`src/rtl/uartb_pkg.sv`:
```
`timescale 1ns/1ps
package uartb_pkg;
  localparam int unsigned BUS_W   = 8;
  localparam int unsigned MISC_LO = 4;
  localparam int unsigned TC_LO   = 2;

  typedef enum logic [2:0] {
    MC_NOP    = 3'd0,
    MC_MPTR   = 3'd1,
    MC_RXRST  = 3'd2,
    MC_TXRST  = 3'd3,
    MC_ERRRST = 3'd4,
    MC_DBCLR  = 3'd5,
    MC_BRKON  = 3'd6,
    MC_BRKOFF = 3'd7
  } misc_cmd_e;

  typedef enum logic [1:0] {
    TC_KEEP = 2'd0,
    TC_ON   = 2'd1,
    TC_OFF  = 2'd2,
    TC_RSVD = 2'd3
  } txc_cmd_e;

  typedef struct packed {
    logic mptr;
    logic rxrst;
    logic txrst;
    logic errrst;
    logic dbclr;
    logic brkon;
    logic brkoff;
    logic txon;
    logic txoff;
  } cmd_strb_t;
endpackage

```
`src/rtl/uartb_cmd_dec.sv`:
```
`timescale 1ns/1ps
module uartb_cmd_dec
  import uartb_pkg::*;
(
  input  logic             wr_en,
  input  logic             wr_addr,
  input  logic [BUS_W-1:0] wr_data,
  output logic             data_wr,
  output cmd_strb_t        strb
);
  misc_cmd_e misc;
  txc_cmd_e  tc;
  logic      cmd_wr;
  logic      unused_bits;

  assign unused_bits = ^{wr_data[BUS_W-1], wr_data[TC_LO-1:0]};
  assign data_wr = wr_en & ~wr_addr;
  assign cmd_wr  = wr_en &  wr_addr;
  assign misc    = misc_cmd_e'(wr_data[MISC_LO +: 3]);
  assign tc      = txc_cmd_e'(wr_data[TC_LO +: 2]);

  always_comb begin
    strb        = '0;
    strb.mptr   = cmd_wr & (misc == MC_MPTR);
    strb.rxrst  = cmd_wr & (misc == MC_RXRST);
    strb.txrst  = cmd_wr & (misc == MC_TXRST);
    strb.errrst = cmd_wr & (misc == MC_ERRRST);
    strb.dbclr  = cmd_wr & (misc == MC_DBCLR);
    strb.brkon  = cmd_wr & (misc == MC_BRKON);
    strb.brkoff = cmd_wr & (misc == MC_BRKOFF);
    strb.txon   = cmd_wr & (tc == TC_ON);
    strb.txoff  = cmd_wr & (tc == TC_OFF);
  end
endmodule

```
`src/rtl/uartb_shifter.sv`:
```
`timescale 1ns/1ps
module uartb_shifter #(
  parameter int unsigned DATA_W = 8
) (
  input  logic              clk,
  input  logic              rst_n,
  input  logic              bit_tick,
  input  logic              load,
  input  logic [DATA_W-1:0] load_char,
  input  logic              abort,
  output logic              busy,
  output logic              last,
  output logic              line_bit
);
  localparam int unsigned FRAME_W = DATA_W + 2;
  localparam int unsigned CNT_W   = $clog2(FRAME_W);
  localparam logic [CNT_W-1:0] LAST_CNT = CNT_W'(FRAME_W - 1);

  logic [FRAME_W-1:0] frame_q, frame_n;
  logic [CNT_W-1:0]   cnt_q, cnt_n;
  logic               busy_q, busy_n;

  always_comb begin
    frame_n = frame_q;
    cnt_n   = cnt_q;
    busy_n  = busy_q;
    if (abort) begin
      busy_n = 1'b0;
    end else if (bit_tick) begin
      if (load) begin
        frame_n = {1'b1, load_char, 1'b0};
        cnt_n   = '0;
        busy_n  = 1'b1;
      end else if (busy_q) begin
        if (cnt_q == LAST_CNT) begin
          busy_n = 1'b0;
        end else begin
          frame_n = {1'b1, frame_q[FRAME_W-1:1]};
          cnt_n   = cnt_q + 1'b1;
        end
      end
    end
  end

  always_ff @(posedge clk or negedge rst_n) begin
    if (!rst_n) begin
      frame_q <= '1;
      cnt_q   <= '0;
      busy_q  <= 1'b0;
    end else begin
      frame_q <= frame_n;
      cnt_q   <= cnt_n;
      busy_q  <= busy_n;
    end
  end

  assign busy     = busy_q;
  assign last     = busy_q & (cnt_q == LAST_CNT);
  assign line_bit = frame_q[0];


  tick_only_chk: assert property (@(posedge clk) disable iff (!rst_n)
    (!bit_tick && !abort) |=> ($stable(frame_q) && $stable(busy_q)));


  abort_stops_chk: assert property (@(posedge clk) disable iff (!rst_n)
    abort |=> !busy_q);
endmodule

```
`src/rtl/uartb_seq.sv`:
```
`timescale 1ns/1ps
module uartb_seq
  import uartb_pkg::*;
#(
  parameter int unsigned DATA_W = 8
) (
  input  logic              clk,
  input  logic              rst_n,
  input  logic              bit_tick,
  input  logic              data_wr,
  input  logic [DATA_W-1:0] wr_char,
  input  cmd_strb_t         strb,
  input  logic              sh_busy,
  input  logic              sh_last,
  output logic              load,
  output logic [DATA_W-1:0] load_char,
  output logic              abort,
  output logic              brk_on,
  output logic              tx_ready,
  output logic              tx_empty,
  output logic              brk_delta,
  output logic              mptr_p,
  output logic              rxrst_p,
  output logic              errrst_p
);
  logic              tx_en_q, tx_en_n;
  logic              hold_v_q, hold_v_n;
  logic [DATA_W-1:0] hold_d_q, hold_d_n;
  logic              brk_pend_q, brk_pend_n;
  logic              brk_on_q, brk_on_n;
  logic              stop_pend_q, stop_pend_n;
  logic              guard_q, guard_n;
  logic              delta_q, delta_n;
  logic              mptr_q, rxrst_q, errrst_q;
  logic              free, brk_go, en_after_rst;

  always_comb begin
    en_after_rst = strb.txrst ? 1'b0 : tx_en_q;
    if (strb.txon)       tx_en_n = 1'b1;
    else if (strb.txoff) tx_en_n = 1'b0;
    else                 tx_en_n = en_after_rst;

    free   = ~sh_busy | sh_last;
    brk_go = bit_tick & free & brk_pend_q;
    load   = bit_tick & free & ~brk_pend_q & ~brk_on_q & ~stop_pend_q &
             ~guard_q & hold_v_q & tx_en_q & ~strb.txrst & ~strb.txoff;
    abort  = strb.txrst;

    hold_v_n = hold_v_q;
    hold_d_n = hold_d_q;
    if (strb.txrst | strb.txoff) begin
      hold_v_n = 1'b0;
    end else if (load) begin
      hold_v_n = 1'b0;
    end else if (data_wr & tx_en_q & ~hold_v_q) begin
      hold_v_n = 1'b1;
      hold_d_n = wr_char;
    end

    brk_pend_n  = brk_pend_q;
    brk_on_n    = brk_on_q;
    stop_pend_n = stop_pend_q;
    guard_n     = guard_q;
    if (bit_tick & guard_q)     guard_n = 1'b0;
    if (bit_tick & stop_pend_q) begin
      brk_on_n    = 1'b0;
      stop_pend_n = 1'b0;
      guard_n     = 1'b1;
    end
    if (brk_go) begin
      brk_on_n   = 1'b1;
      brk_pend_n = 1'b0;
    end
    if (strb.brkon & tx_en_n & ~brk_on_q & ~brk_pend_q) brk_pend_n = 1'b1;
    if (strb.brkoff) begin
      brk_pend_n  = 1'b0;
      stop_pend_n = brk_on_q | brk_go;
    end

    if (brk_on_n != brk_on_q) delta_n = 1'b1;
    else if (strb.dbclr)      delta_n = 1'b0;
    else                      delta_n = delta_q;
  end

  always_ff @(posedge clk or negedge rst_n) begin
    if (!rst_n) begin
      tx_en_q     <= 1'b0;
      hold_v_q    <= 1'b0;
      hold_d_q    <= '0;
      brk_pend_q  <= 1'b0;
      brk_on_q    <= 1'b0;
      stop_pend_q <= 1'b0;
      guard_q     <= 1'b0;
      delta_q     <= 1'b0;
      mptr_q      <= 1'b0;
      rxrst_q     <= 1'b0;
      errrst_q    <= 1'b0;
    end else begin
      tx_en_q     <= tx_en_n;
      hold_v_q    <= hold_v_n;
      hold_d_q    <= hold_d_n;
      brk_pend_q  <= brk_pend_n;
      brk_on_q    <= brk_on_n;
      stop_pend_q <= stop_pend_n;
      guard_q     <= guard_n;
      delta_q     <= delta_n;
      mptr_q      <= strb.mptr;
      rxrst_q     <= strb.rxrst;
      errrst_q    <= strb.errrst;
    end
  end

  assign load_char = hold_d_q;
  assign brk_on    = brk_on_q;
  assign tx_ready  = tx_en_q & ~hold_v_q;
  assign tx_empty  = tx_en_q & ~hold_v_q & ~sh_busy;
  assign brk_delta = delta_q;
  assign mptr_p    = mptr_q;
  assign rxrst_p   = rxrst_q;
  assign errrst_p  = errrst_q;


  txrst_clears_chk: assert property (@(posedge clk) disable iff (!rst_n)
    (strb.txrst && !strb.txon) |=> (!tx_en_q && !hold_v_q));


  no_hold_when_off_chk: assert property (@(posedge clk) disable iff (!rst_n)
    !tx_en_q |=> !hold_v_q);


  delta_on_break_chk: assert property (@(posedge clk) disable iff (!rst_n)
    $rose(brk_on_q) |-> delta_q);


  brk_needs_en_chk: assert property (@(posedge clk) disable iff (!rst_n)
    (strb.brkon && !tx_en_q && !strb.txon && !brk_pend_q) |=> !brk_pend_q);
endmodule

```
`src/rtl/uartb_tx_top.sv`:
```
`timescale 1ns/1ps
module uartb_tx_top
  import uartb_pkg::*;
#(
  parameter int unsigned DATA_W = 8
) (
  input  logic             clk,
  input  logic             rst_n,
  input  logic             bit_tick,
  input  logic             wr_en,
  input  logic             wr_addr,
  input  logic [BUS_W-1:0] wr_data,
  output logic             txd,
  output logic             tx_ready,
  output logic             tx_empty,
  output logic             brk_delta,
  output logic             mode_ptr_rst,
  output logic             rx_rst,
  output logic             err_rst
);
  logic [1:0]        rst_sync_q;
  logic              rst_i_n;
  logic              data_wr;
  cmd_strb_t         strb;
  logic              load, abort, brk_on;
  logic [DATA_W-1:0] load_char;
  logic              sh_busy, sh_last, sh_bit;

  always_ff @(posedge clk or negedge rst_n) begin
    if (!rst_n) rst_sync_q <= 2'b00;
    else        rst_sync_q <= {rst_sync_q[0], 1'b1};
  end
  assign rst_i_n = rst_sync_q[1];

  uartb_cmd_dec dec_i (
    .wr_en   (wr_en),
    .wr_addr (wr_addr),
    .wr_data (wr_data),
    .data_wr (data_wr),
    .strb    (strb)
  );

  uartb_seq #(.DATA_W(DATA_W)) seq_i (
    .clk       (clk),
    .rst_n     (rst_i_n),
    .bit_tick  (bit_tick),
    .data_wr   (data_wr),
    .wr_char   (wr_data[DATA_W-1:0]),
    .strb      (strb),
    .sh_busy   (sh_busy),
    .sh_last   (sh_last),
    .load      (load),
    .load_char (load_char),
    .abort     (abort),
    .brk_on    (brk_on),
    .tx_ready  (tx_ready),
    .tx_empty  (tx_empty),
    .brk_delta (brk_delta),
    .mptr_p    (mode_ptr_rst),
    .rxrst_p   (rx_rst),
    .errrst_p  (err_rst)
  );

  uartb_shifter #(.DATA_W(DATA_W)) sh_i (
    .clk       (clk),
    .rst_n     (rst_i_n),
    .bit_tick  (bit_tick),
    .load      (load),
    .load_char (load_char),
    .abort     (abort),
    .busy      (sh_busy),
    .last      (sh_last),
    .line_bit  (sh_bit)
  );

  always_comb begin
    if (brk_on)       txd = 1'b0;
    else if (sh_busy) txd = sh_bit;
    else              txd = 1'b1;
  end


  no_load_in_break_chk: assert property (@(posedge clk) disable iff (!rst_i_n)
    brk_on |-> !load);
endmodule

```
`config.mk`:
```
export PLATFORM = sky130hd
export DESIGN_NAME = uartb_tx_top
export DESIGN_NICKNAME = d
export VERILOG_FILES = /design/src/rtl/uartb_pkg.sv /design/src/rtl/uartb_cmd_dec.sv /design/src/rtl/uartb_shifter.sv /design/src/rtl/uartb_seq.sv /design/src/rtl/uartb_tx_top.sv
export SDC_FILE = /design/constraint.sdc
export NUM_CORES = 1
export LEC_CHECK = 0
export ABC_AREA = 0
export BUFFER_PORTS_ARGS = -buffer_cell sky130_fd_sc_hd__buf_2
export CAP_MARGIN = 20
export CORE_MARGIN = 2
export CORE_UTILIZATION = 45
export CTS_CLUSTER_SIZE = 30
export DETAILED_ROUTE_END_ITERATION = 12
export SETUP_SLACK_MARGIN = 0.02
export SYNTH_ARGS = -nofsm -noshare
export SYNTH_HDL_FRONTEND = slang
export SYNTH_SLANG_ARGS = --single-unit
```
`constraint.sdc`:
```
create_clock -name clk -period 3 [get_ports clk]
set_clock_uncertainty 0.2 [all_clocks]
set_input_delay 0.15 -clock clk [delete_from_list [all_inputs] [get_ports clk]]
set_output_delay 0.15 -clock clk [all_outputs]
set_load 0.05 [all_outputs]
```
**Yosys cells after proc, flatten, opt, wreduce, memory -nomap -nowiden**

Cells that the tools add are included.

- Register bits after elaboration: 35
- Input port bits: 13
- Output and inout bits: 7
- Word-level logic and storage cells: 112

- Add/subtract/negate cells: 1
- Eq/ne operators: 12
- Muxes and demuxes: 30
- Bitwise logic cells: 45
- Reductions and logical operators: 9

Operator list:

| cell | number |
|---|---|
| $and 1x1->1 | 31 |
| $mux 10 | 3 |
| $mux 1 | 24 |
| $eq 3x3->1 const B | 4 |
| $mux 4 | 3 |
| $not 1->1 | 11 |
| $reduce_bool 2->1 | 5 |
| $eq 3x2->1 const B | 2 |
| $reduce_bool 3->1 | 2 |
| $add 4x1->4 const B | 1 |
| $eq 4x4->1 const B | 1 |
| $reduce_and 4->1 | 1 |
| $eq 3x1->1 const B | 1 |
| $or 1x1->1 | 3 |
| $reduce_and 3->1 | 1 |
| $eq 2x1->1 const B | 1 |
| $eq 2x2->1 const B | 1 |
| $ne 2x2->1 const B | 1 |
| $ne 1x1->1 | 1 |

**Logic depth before layout (Yosys ltp)**

Gate-level depths: netlist of run 1.

- Depth after elaboration: 15
- Gate-level depth with buffers: 7

**Cells and area by module**

Synthesis of run 1 repeated with hierarchy kept, for this count alone.

- Cell total of the unflattened synthesis: 171
- Area total of the unflattened synthesis: 1796.7 µm²

By module, submodules not included:

| module | instances | cells each | area each (µm²) |
|---|---|---|---|
| uartb_shifter | 1 | 96 | 914.6 |
| uartb_seq | 1 | 55 | 728.2 |
| uartb_cmd_dec | 1 | 15 | 87.6 |
| uartb_tx_top | 1 | 5 | 66.3 |

**Worst setup path before layout of run 1**

No wires, ideal clock.

- Path kind: reg2reg
- Start point: register sh_i.cnt_q[1]
- End point: register sh_i.frame_q[6]
- Setup time: 0.082 ns
- Data arrival time: 1.767 ns
- Required time: 2.718 ns
- Path slack: 0.950 ns
- Stages on the path, launching flop included: 8
- Clock period less this slack: 2.050 ns
- Cells stage by stage: dfrtp_1 -> inv_1 -> ha_1 -> and3b_1 -> o21ai_0 -> nor4_4 -> buf_6 -> mux2_4

- Word-level cells in the longest chain between the ends: 14
- Elaborated cells on any way between the ends: 16
- Classes of those cells: eq/ne: 2; mux: 1; bitwise: 11; reduce/logical: 2

Ends and longest elaborated chain:

| what | line | source |
|---|---|---|
| from (decl) | uartb_shifter.sv:20 | `logic [CNT_W-1:0] cnt_q, cnt_n;` |
| from (signal assigned) | uartb_shifter.sv:52 | `cnt_q <= cnt_n;` |
| $eq 4x4->1 (*) | uartb_shifter.sv:35, uartb_shifter.sv:58 |  |
| $and 1x1->1 | uartb_shifter.sv:58 | `assign last = busy_q & (cnt_q == LAST_CNT);` |
| $or 1x1->1 | uartb_seq.sv:43 | `free = ~sh_busy \| sh_last;` |
| $and 1x1->1 (5 in series) | uartb_seq.sv:45 | `load = bit_tick & free & ~brk_pend_q & ~brk_on_q & ~stop_pend_q &` |
| $and 1x1->1 (4 in series) | uartb_seq.sv:46 | `~guard_q & hold_v_q & tx_en_q & ~strb.txrst & ~strb.txoff;` |
| $ne 2x2->1 (no source line) or $reduce_bool 2->1 (tied branches) | - |  |
| $reduce_and 4->1 (no source line) | - |  |
| to (signal assigned) | uartb_shifter.sv:51 | `frame_q <= frame_n;` |
| to (decl) | uartb_shifter.sv:19 | `logic [FRAME_W-1:0] frame_q, frame_n;` |

Every way passes the cells marked *; elsewhere a longest branch is shown, timed or not.
A chain may end at the register's enable or synchronous reset.

**Final worst setup path of run 1**

- Start point: register sh_i.cnt_q[1]
- End point: register sh_i.frame_q[1]

The elaborated chain is that of the path after synthesis.

==> results.md, run 1 <==
- Core Util, Final: 0.587
- First-pass GRT wire length: 5240 um
- Clk network pwr share: 0.158
- Cell row count: 21
- Post-DP Area: 0.00175 mm^2
- Total power per unit cell area: 847 mW/mm^2
- Post-cts sizing count: 0
- Cell variety after synth: 36
- Share of cells above drive strength 1: 0.393
- Vias per cell: 5.19
- CP Data Arrival Time: 2520 ps
- Crit-path slowest cell: nor4_4
- Slew headroom: 0.600
- Post-synth top area share: 0.396
- Hold WS: 44.2 ps
- Total wire length: 3060 um
- Worst hold path class: reg -> async
- Total net switching power: 0.588 mW
- # IOs: 20
- Unrepaired setup endpoints after global routing: false
- Max-slew violations: 0
- Slowest stage delay, CP: 590 ps
- Post-DRT Antenna Nets: 0
- Worst Setup Path Type: reg -> reg
- GRT Resource Usage Total: 0.174
- CP delay by family, top: simple AND/OR/NAND/NOR gates
- CTS max path bufs: 2
- P_int: 1.08 mW
- Post-CTS Hold Buffers: 15
- Final GP Congestion: 0.816
- Critical Path Start: sh_i.cnt_q[1]
- Pleak: 0.862 nW
- Root buffer cell: clkbuf_4
- Reg-to-Reg Start: sh_i.cnt_q[1]
- Chip height: 63.3 um
- Switching share of total power: 0.352
- Reg2reg setup slack: 550 ps
- Crit path buf inv count: 2
- CP cell instances: inv_1 -> ha_1 -> and3b_1 -> o21ai_0 -> nor4_4 -> buf_4 -> mux2_2
- Maximum number of pins on one net before global-route repair: 28
- Post-synth top area cell: dfrtp_1
- Critical path launch point type: flop
- Worst path depth: 7
- Post-CTS Setup Bufs: 0
- Tmin final: 2450 ps
- Vias: 1137
- Port Buf Inserts: 19
- Main synth FF type: dfrtp_1
- YS warnings: 0
- Post-Syn Area: 0.00158 mm^2
- Core area: 0.00336 mm^2
- Reg clk slew, reported paths: 100 ps
- DRC viols: 0
- Number of max-cap violations: 0
- Drt first pass iters: 4
- Overall Power: 1.67 mW
- Run status: completed
- Fin crit share: 0.817
- Worst-path fanout max: 9
- Die ar.: 0.00400 mm^2
- Avg Cell Area, Syn: 12.4 um^2
- Area Growth Syn to Fin: 24.8%
- Latest clock arrival within the worst-skew pair: 340 ps
- Comb power frac: 0.367
- Vias in the first global route: 1126
- Ant. Diodes: 0
- CP Capture Type: flop
- Initial antenna violation count: 0
- Worst Path Required: 3070 ps
- Num Clock Sinks: 34
- Sequential area share after synthesis: 0.545
- DP HPWL: 2070 um
- Wire per inst: 14.0 um
- R2r worst-path depth: 7
- Die width: 63.3 um
- Synth area leaders: dfrtp_1, dfstp_2, mux2_2
- Number of CTS-inserted buffers: 5
- Initial DRC count: 66
- CTS tree: yes
- Grt ovf: 0
- Worst Setup EP: sh_i.frame_q[1]
- Setup TNS: 0 ps
- Initial Util: 0.470
- Max VDD drop: 449 uV
- Final #Nets: 187
- Flop pwr share: 0.475
- Endpoints failing setup: 0
- FMAX: 0.408 GHz
- Yosys reg bits: 34
- Finished Cell Area: 0.00197 mm^2
- Mapped Cells: 128
- Post-synth ARST share: 1.00
- Hold Vio Cnt, Final: 0
- Number of flops mapped to enable cells by yosys: 0
- Tightest Pin Transition: 599 ps
- H-tree depth: 2
- Critical R2R Capture: sh_i.frame_q[1]
- Syn_nets: 143
## cell families after synthesis
logic type	synth area share
xor gates and xnor gates	0.00554
buffers and inverters	0.0293
muxes	0.168
other	0.00237
AOI/OAI and AO/OA	0.0949
DFF	0.545
adders and majority gates	0.0158
and+or+nand+nor	0.139
## power by group through the flow
stage / Sequential, mW / Clock [mW] / Combinational (mW)
floorplan: 0.796 / 0 / 0.468
finish: 0.794 / 0.263 / 0.613
CTS: 0.801 / 0.271 / 0.614
global placement: 0.806 / 0 / 0.582
global route: 0.826 / 0.292 / 0.681
detailed placement: 0.810 / 0 / 0.593
## cells in the final DEF, fill, tap and decap left out, types with 2 or more instances in the layout
master	n
dfrtp_1	25
mux2_2	20
buf_2	19
dlygate4sd3_1	15
dfstp_2	9
inv_1	8
nand2_1	8
nor3_1	5
a21oi_1	5
o21ai_0	5
clkbuf_4	5
nand2b_1	4
nand3_1	4
nor2_1	4
buf_4	4
nand3b_1	2
o211ai_1	2
o221ai_1	2
or3_1	2
mux2_4	2
ha_1	2
## how the worst min path moves through the flow
stage	from	endpoint	slack, ps
CTS	rst_sync_q[0]	rst_sync_q[1]	170
finish	rst_sync_q[1]	seq_i.mptr_p	40
detailed placement	rst_n	rst_sync_q[0]	-260
floorplan	rst_n	rst_sync_q[0]	-350
global placement	rst_n	rst_sync_q[1]	-260
global route	rst_sync_q[1]	seq_i.load_char[0]	90
## per-layer routing
layer	vias to the layer above	track usage	part of all wire
met5	-	0	0
li1	552	-	-
met3	5	0.0607	0.039
met1	558	0.211	0.46
met2	22	0.287	0.49
met4	0	0.0598	0.015
## synthesized netlist by cell type, drive strengths merged, types with 4 or more instances
library cell  count
dfrtp            25
mux2             22
dfstp             9
inv               8
nand2             8
a21oi             5
nor3              5
o21ai             5
nand2b            4
nand3             4
nor2              4
## layout make-up
type                    count  area, um^2
fillers                   308        1390
clock buffers               7        55.1
clock inverters             1        5.00
inverters                   8        30.0
repair buffers             39         290
flip-flops and latches     34         862
well taps                  46        57.6
multi-input cells          84         673
## metrics by stage
step           std cells  setup WS (ps)
2_1_floorplan        128            950
3_3_place_gp         195            692
3_5_place_dp         195            583
4_1_cts              218            508
5_1_grt              219            405
6_report             219            548
## sequential cells by signal (all words and copies together) (netlist names)
register           cells
sh_i.frame_q           9
seq_i.guard_q          1
sh_i.busy              1
seq_i.brk_on           1
seq_i.rxrst_p          1
sh_i.cnt_q             4
seq_i.tx_en_q          1
seq_i.mptr_p           1
seq_i.stop_pend_q      1
seq_i.errrst_p         1
seq_i.hold_v_q         1
seq_i.brk_pend_q       1
rst_sync_q             2
seq_i.brk_delta        1
seq_i.load_char        8
No activity file was read; power rests on OpenSTA's default activity.
==> run 2, diff against run 1 <==
- clock period: 3 -> 2.54 ns (I/O delays scaled with it)
==> run 2 against run 1 <==
- worst hold slack better by 17 ps
- total power up 16%
- register-to-register slack worse by 140 ps
- global-route usage up 0.082 points
- non-clock buffer count down 2
- sequential cell count unchanged
- utilization down 1.0 points
- via count down 0.53%
- clock power up 5%
- routed wire length down 2.9%
- cell count down 0.91%
- critical endpoint is now sh_i.frame_q[5]
- largest power group unchanged
==> results.md, run 2 (synthesized netlist as in run 1, its figures left out) <==
- Endpoints failing setup: 0 (unchanged)
- Post-DRT Antenna Nets: 0 (unchanged)
- Reg-to-Reg Start: sh_i.cnt_q[1]
- Grt ovf: 0 (unchanged)
- Fill count: 312 (+1.3%)
- Crit-path slowest cell: o2111ai_2
- Die width: 63.3 um (unchanged)
- Commonest non-fill, non-tap cell in the layout: dfrtp_1
- Area of the multi-input gates: 673 um^2 (unchanged)
- Core Util, Final: 0.577 (-0.0100)
- # IOs: 20 (unchanged)
- Unrepaired setup endpoints after global routing: false
- Initial Util: 0.470 (unchanged)
- GRT met2 Usage: 0.267 (-0.0199)
- Post-cts sizing count: 0 (unchanged)
- CTS max path bufs: 2 (unchanged)
- Final WS setup: 315 ps (-233 ps)
- GRT Resource Usage Total: 0.175 (+0.000816)
- FMAX: 0.450 GHz
- Setup TNS: 0 ps (unchanged)
- Met1 Resource Use GR: 0.233 (+0.0220)
- Port Buf Inserts: 19 (unchanged)
- CP delay by family, top: buffers and inverters
- Die ar.: 0.00400 mm^2 (unchanged)
- Latest clock arrival within the worst-skew pair: 320 ps (-20 ps)
- Slew headroom: 0.588 (-0.0120)
- Tmin final: 2220 ps
- Critical path launch point type: primary input
- Area Growth Syn to Fin: 22.6%
- DP HPWL: 2010 um (-2.9%)
- Worst Path Required: 2590 ps (-480 ps)
- Run status: completed
- Post-CTS Setup Bufs: 0 (unchanged)
- First-pass GRT wire length: 5400 um (+2.9%)
- Wire per inst: 13.7 um (-2.0%)
- Share of cells above drive strength 1: 0.374 (-0.0188)
- Hold Vio Cnt, Final: 0 (unchanged)
- Overall Power: 1.93 mW (+16%)
- Num Clock Sinks: 34 (unchanged)
- Worst-path fanout max: 13 (+4)
- Vias: 1131 (-0.53%)
- Total power per unit cell area: 997 mW/mm^2 (+18%)
- DRC viols: 0 (unchanged)
- Initial antenna violation count: 0 (unchanged)
- Worst path most repeated cell: mux2_2
- Max VDD drop: 503 uV (+12%)
- Fin crit share: 0.876
- Chip height: 63.3 um (unchanged)
- Pre-CTS WS: 437 ps (-146 ps)
- Max reg flops: 9 (unchanged)
- Root buffer cell: clkbuf_4
- Top Usage Layer GRT: met2
- Worst Setup Path Type: in -> reg
- Reg clk slew, reported paths: 90 ps (about the same)
- Largest register by flop count: sh_i.frame_q
- Initial DRC count: 67 (+1.5%)
- Total wire length: 2970 um (-2.9%)
- Most frequent cells in the layout: dfrtp_1, mux2_2, buf_2
- Number of max-cap violations: 0 (unchanged)
- Max-slew violations: 0 (unchanged)
- Final GP Congestion: 0.742 (-9.1%)
- CP Data Arrival Time: 2280 ps (-240 ps)
- Number of CTS-inserted buffers: 5 (unchanged)
- Crit path buf inv count: 2 (unchanged)
- Vias per cell: 5.21 (+0.39%)
- Cell row count: 21 (unchanged)
- Worst hold path class: reg -> async
- Slowest stage delay, CP: 550 ps (-40 ps)
- H-tree depth: 2 (unchanged)
- Reg2reg setup slack: 410 ps (-140 ps)
- Tightest Pin Transition: 617 ps (+18.0 ps)
- CTS tree: yes
- Worst path depth: 6 (-1)
- CP cell instances: dlygate4sd3_1 -> buf_2 -> nand3b_1 -> o2111ai_2 -> mux2_2 -> mux2_2
- Ant. Diodes: 0 (unchanged)
- Maximum number of pins on one net before global-route repair: 33 (+18%)
- Core area: 0.00336 mm^2 (unchanged)
- Critical R2R Capture: sh_i.frame_q[5]
- R2r worst-path depth: 7 (unchanged)
- Vias in the first global route: 1197 (+6.3%)
- Pleak: 0.841 nW (-2.4%)
- Final #Nets: 185 (-1.1%)
- Register Area: 862 um^2 (unchanged)
- Met3 Resource Use GR: 0.0321 (-0.0286)
- CP Capture Type: flop
- Drt first pass iters: 4 (unchanged)
## run 2: cell count changes in the layout (fill, tap and decap cells not counted)
cell | previous run | this run
buf_8 | 1 | 0
buf_4 | 4 | 3
clkinv_2 | 1 | 0
clkbuf_1 | 1 | 3
clkbuf_8 | 1 | 0
## run 2: worst max path at each step
stage                  startpoint              end  slack, ps
floorplan           sh_i.cnt_q[1]  sh_i.frame_q[6]        490
global placement    sh_i.cnt_q[1]  sh_i.frame_q[5]        470
detailed placement  sh_i.cnt_q[1]  sh_i.frame_q[5]        440
CTS                    wr_data[6]  sh_i.frame_q[5]        340
global route           wr_data[6]  sh_i.frame_q[3]        250
finish                 wr_data[6]  sh_i.frame_q[5]        320
## run 2: through the flow
step | instance area, um^2 | hold WS [ps] | std cells
2_1_floorplan | 1580 | -369 | 128
3_3_place_gp | 1740 | -288 | 194
5_1_grt | 1940 | 130 | 217
4_1_cts | 1940 | 81.7 | 217
6_report | 1940 | 61.6 | 217
3_5_place_dp | 1740 | -287 | 194
## run 2: cell type report
class / count / area share
multi-input cells: 84 / 0.347
clock buffers: 8 / 0.0252
flip-flops and latches: 34 / 0.445
inverters: 8 / 0.0155
repair buffers: 37 / 0.138
well taps: 46 / 0.0297
## run 2: power by group
group | switching, mW | total, mW | internal, mW
sequential | 0.146 | 0.939 | 0.793
combinational | 0.369 | 0.719 | 0.349
clock | 0.166 | 0.277 | 0.110
total | 0.681 | 1.93 | 1.25
## run 2: what timing repair did
| item | CTS | global route |
|---|---|---|
| endpoints found under the hold margin | 17 | 0 |
| endpoints found under the setup margin | 0 | 0 |
| hold buffers | 15 | 0 |
## run 2: worst reg2reg max path: stages (launching register included)
cell and delay [ps]:
dfrtp_1 420, inv_1 70, ha_1 140, and3b_1 190, o21ai_0 130, nor4_4 270, buf_4 260, mux2_2 370
## run 2: per-layer routing
metal / vias up / wire (um) / share of wire
met5: - / 0 / 0
met4: 0 / 76 / 0.026
met3: 9 / 85 / 0.029
met2: 21 / 1460 / 0.49
met1: 552 / 1350 / 0.46
li1: 549 / - / -
==> run 3, diff against run 2 <==
- BUFFER_PORTS_ARGS: -buffer_cell sky130_fd_sc_hd__buf_2 -> -buffer_cell sky130_fd_sc_hd__buf_4
- CORE_UTILIZATION: 45 -> 56
- PLACE_DENSITY: unset -> 0.77
- REMOVE_ABC_BUFFERS: unset -> 1
==> run 3 against run 2 <==
- die area down 18%
- via count up 5.5%
- clock power up 2%
- total power up 3.2%
- count of clock-buffer cells in the layout unchanged
- critical endpoint is now sh_i.frame_q[3]
- first-iteration DRC count down 54%
- register-to-register slack about the same
- fmax down 3.6%
- non-clock buffer count unchanged
- largest cell class unchanged
- highest routed layer unchanged
- cell count down 6.9%
==> results.md, run 3 (synthesized netlist as in run 1, its figures left out) <==
- Vias per cell: 5.91 (+13%)
- Maximum number of pins on one net before global-route repair: 33 (unchanged)
- Crit-path slowest cell: dlygate4sd3_1
- Setup TNS: 0 ps (unchanged)
- Crit path buf inv count: 2 (unchanged)
- Latest clock arrival within the worst-skew pair: 330 ps (about the same)
- CP delay by family, top: buffers and inverters
- R2r worst-path depth: 7 (unchanged)
- Most frequent cells in the layout: dfrtp_1, buf_4, mux2_2
- Critical Path Start: wr_data[6]
- H-tree depth: 2 (unchanged)
- Reg clk slew, reported paths: 100 ps (about the same)
- Total net switching power: 0.716 mW (+5.2%)
- Met1 Resource Use GR: 0.282 (+0.0486)
- Pre-CTS WS: 429 ps (-8.72 ps)
- P_int: 1.28 mW (+2.1%)
- Initial antenna violation count: 0 (unchanged)
- Post-DRT Antenna Nets: 0 (unchanged)
- GRT met2 Usage: 0.432 (+0.165)
- Fin cells: 202 (-6.9%)
- Run status: completed
- Top Usage Layer GRT: met2
- Met3 Resource Use GR: 0.0703 (+0.0382)
- First-pass GRT wire length: 5860 um (+8.6%)
- Max VDD drop: 830 uV (+65%)
- Final GP Congestion: 0.832 (+12%)
- Clk network pwr share: 0.141 (-0.002)
- Final #Nets: 185 (unchanged)
- Wire per inst: 17.2 um (+26%)
- Comb power frac: 0.384 (+0.012)
- Pleak: 0.854 nW (+1.5%)
- Area Growth Syn to Fin: 24.4%
- Initial DRC count: 31 (-54%)
- Worst Path Required: 2600 ps (about the same)
- Core area: 0.00271 mm^2 (-19%)
- Flop pwr share: 0.474 (-0.011)
- Total wire length: 3480 um (+17%)
- Die ar.: 0.00326 mm^2 (-18%)
- Num Clock Sinks: 34 (unchanged)
- Final WS setup: 232 ps (-83.0 ps)
- Commonest non-fill, non-tap cell in the layout: dfrtp_1
- Worst Setup Path Type: in -> reg
- Chip height: 57.1 um (-9.7%)
- Reg-to-Reg Start: sh_i.cnt_q[1]
- Number of CTS-inserted buffers: 5 (unchanged)
- Worst-path fanout max: 13 (unchanged)
- Post-CTS Setup Bufs: 0 (unchanged)
- Critical R2R Capture: sh_i.frame_q[3]
- # IOs: 20 (unchanged)
- Slew headroom: 0.582 (-0.00665)
- Hold Vio Cnt, Final: 0 (unchanged)
- Ant. Diodes: 0 (unchanged)
- Slowest stage delay, CP: 570 ps (+20 ps)
- CTS tree: yes
- Largest register by flop count: sh_i.frame_q
- Overall Power: 2.00 mW (+3.2%)
- Post-cts sizing count: 0 (unchanged)
- FMAX: 0.433 GHz (-3.6%)
- Tmin final: 2310 ps (+83.0 ps)
- DRC viols: 0 (unchanged)
- Drt first pass iters: 4 (unchanged)
- Unrepaired setup endpoints after global routing: false
- CTS max path bufs: 2 (unchanged)
- GRT Resource Usage Total: 0.247 (+0.0725)
- Vias in the first global route: 1228 (+2.6%)
- Cell row count: 19 (-9.5%)
- Worst hold path class: reg -> async
- Port Buf Inserts: 19 (unchanged)
- Fin crit share: 0.909 (+0.0327)
- Tightest Pin Transition: 627 ps (+9.98 ps)
- CP Data Arrival Time: 2370 ps (+90 ps)
- Max-slew violations: 0 (unchanged)
- Root buffer cell: clkbuf_4
- Reg2reg setup slack: 420 ps (about the same)
- DP HPWL: 2230 um (+11%)
- Post-CTS Hold Buffers: 15 (unchanged)
- Total power per unit cell area: 1010 mW/mm^2 (+1.7%)
- CP cell instances: dlygate4sd3_1 -> buf_4 -> nand3b_1 -> o2111ai_2 -> mux2_2 -> mux2_2
- Grt ovf: 0 (unchanged)
- Share of cells above drive strength 1: 0.374 (unchanged)
- Core Util, Final: 0.726 (+0.150)
- Vias: 1193 (+5.5%)
- Initial Util: 0.584 (+0.113)
- Endpoints failing setup: 0 (unchanged)
- Cells after DPL: 179 (-7.7%)
- Critical path launch point type: primary input
- Worst path most repeated cell: mux2_2
- Switching share of total power: 0.359 (+0.00669)
- Max reg flops: 9 (unchanged)
- Number of max-cap violations: 0 (unchanged)
- CP Capture Type: flop
- Die width: 57.1 um (-9.7%)
-- run 3: worst max-delay path by stage --
stage | endpoint | slack, ps | cells after the start
after CTS | sh_i.frame_q[3] | 310 | 6
after global placement | sh_i.frame_q[5] | 490 | 7
final | sh_i.frame_q[3] | 230 | 6
after global routing | sh_i.frame_q[3] | 180 | 6
after floorplan | sh_i.frame_q[1] | 340 | 6
after detailed placement | sh_i.frame_q[3] | 430 | 7
-- run 3: per-stage QoR --
stage	instance area [um^2]	hold slack (ps)
floorplan	1570	-369
global placement	1770	-291
detailed placement	1770	-290
CTS	1970	77.3
global route	1970	118
finish	1970	63.3
-- run 3: area by class of cell --
class,instances,area [um^2]
well taps,31,38.8
multi-input cells,84,673
clock buffers,8,48.8
flip-flops and latches,34,862
repair buffers,37,315
inverters,8,30.0
fillers,202,742
-- run 3: routing by layer --
metal,vias to the layer above,part of all wire
li1,550,-
met3,10,0.041
met1,594,0.39
met5,-,0
met2,39,0.54
met4,0,0.024
-- run 3: power groups by stage --
stage / Clock, mW / Sequential [mW] / Combinational [mW]
2_1_floorplan: 0 / 0.940 / 0.544
3_3_place_gp: 0 / 0.940 / 0.712
3_5_place_dp: 0 / 0.958 / 0.750
4_1_cts: 0.289 / 0.947 / 0.769
5_1_grt: 0.307 / 0.979 / 0.829
6_report: 0.282 / 0.947 / 0.767
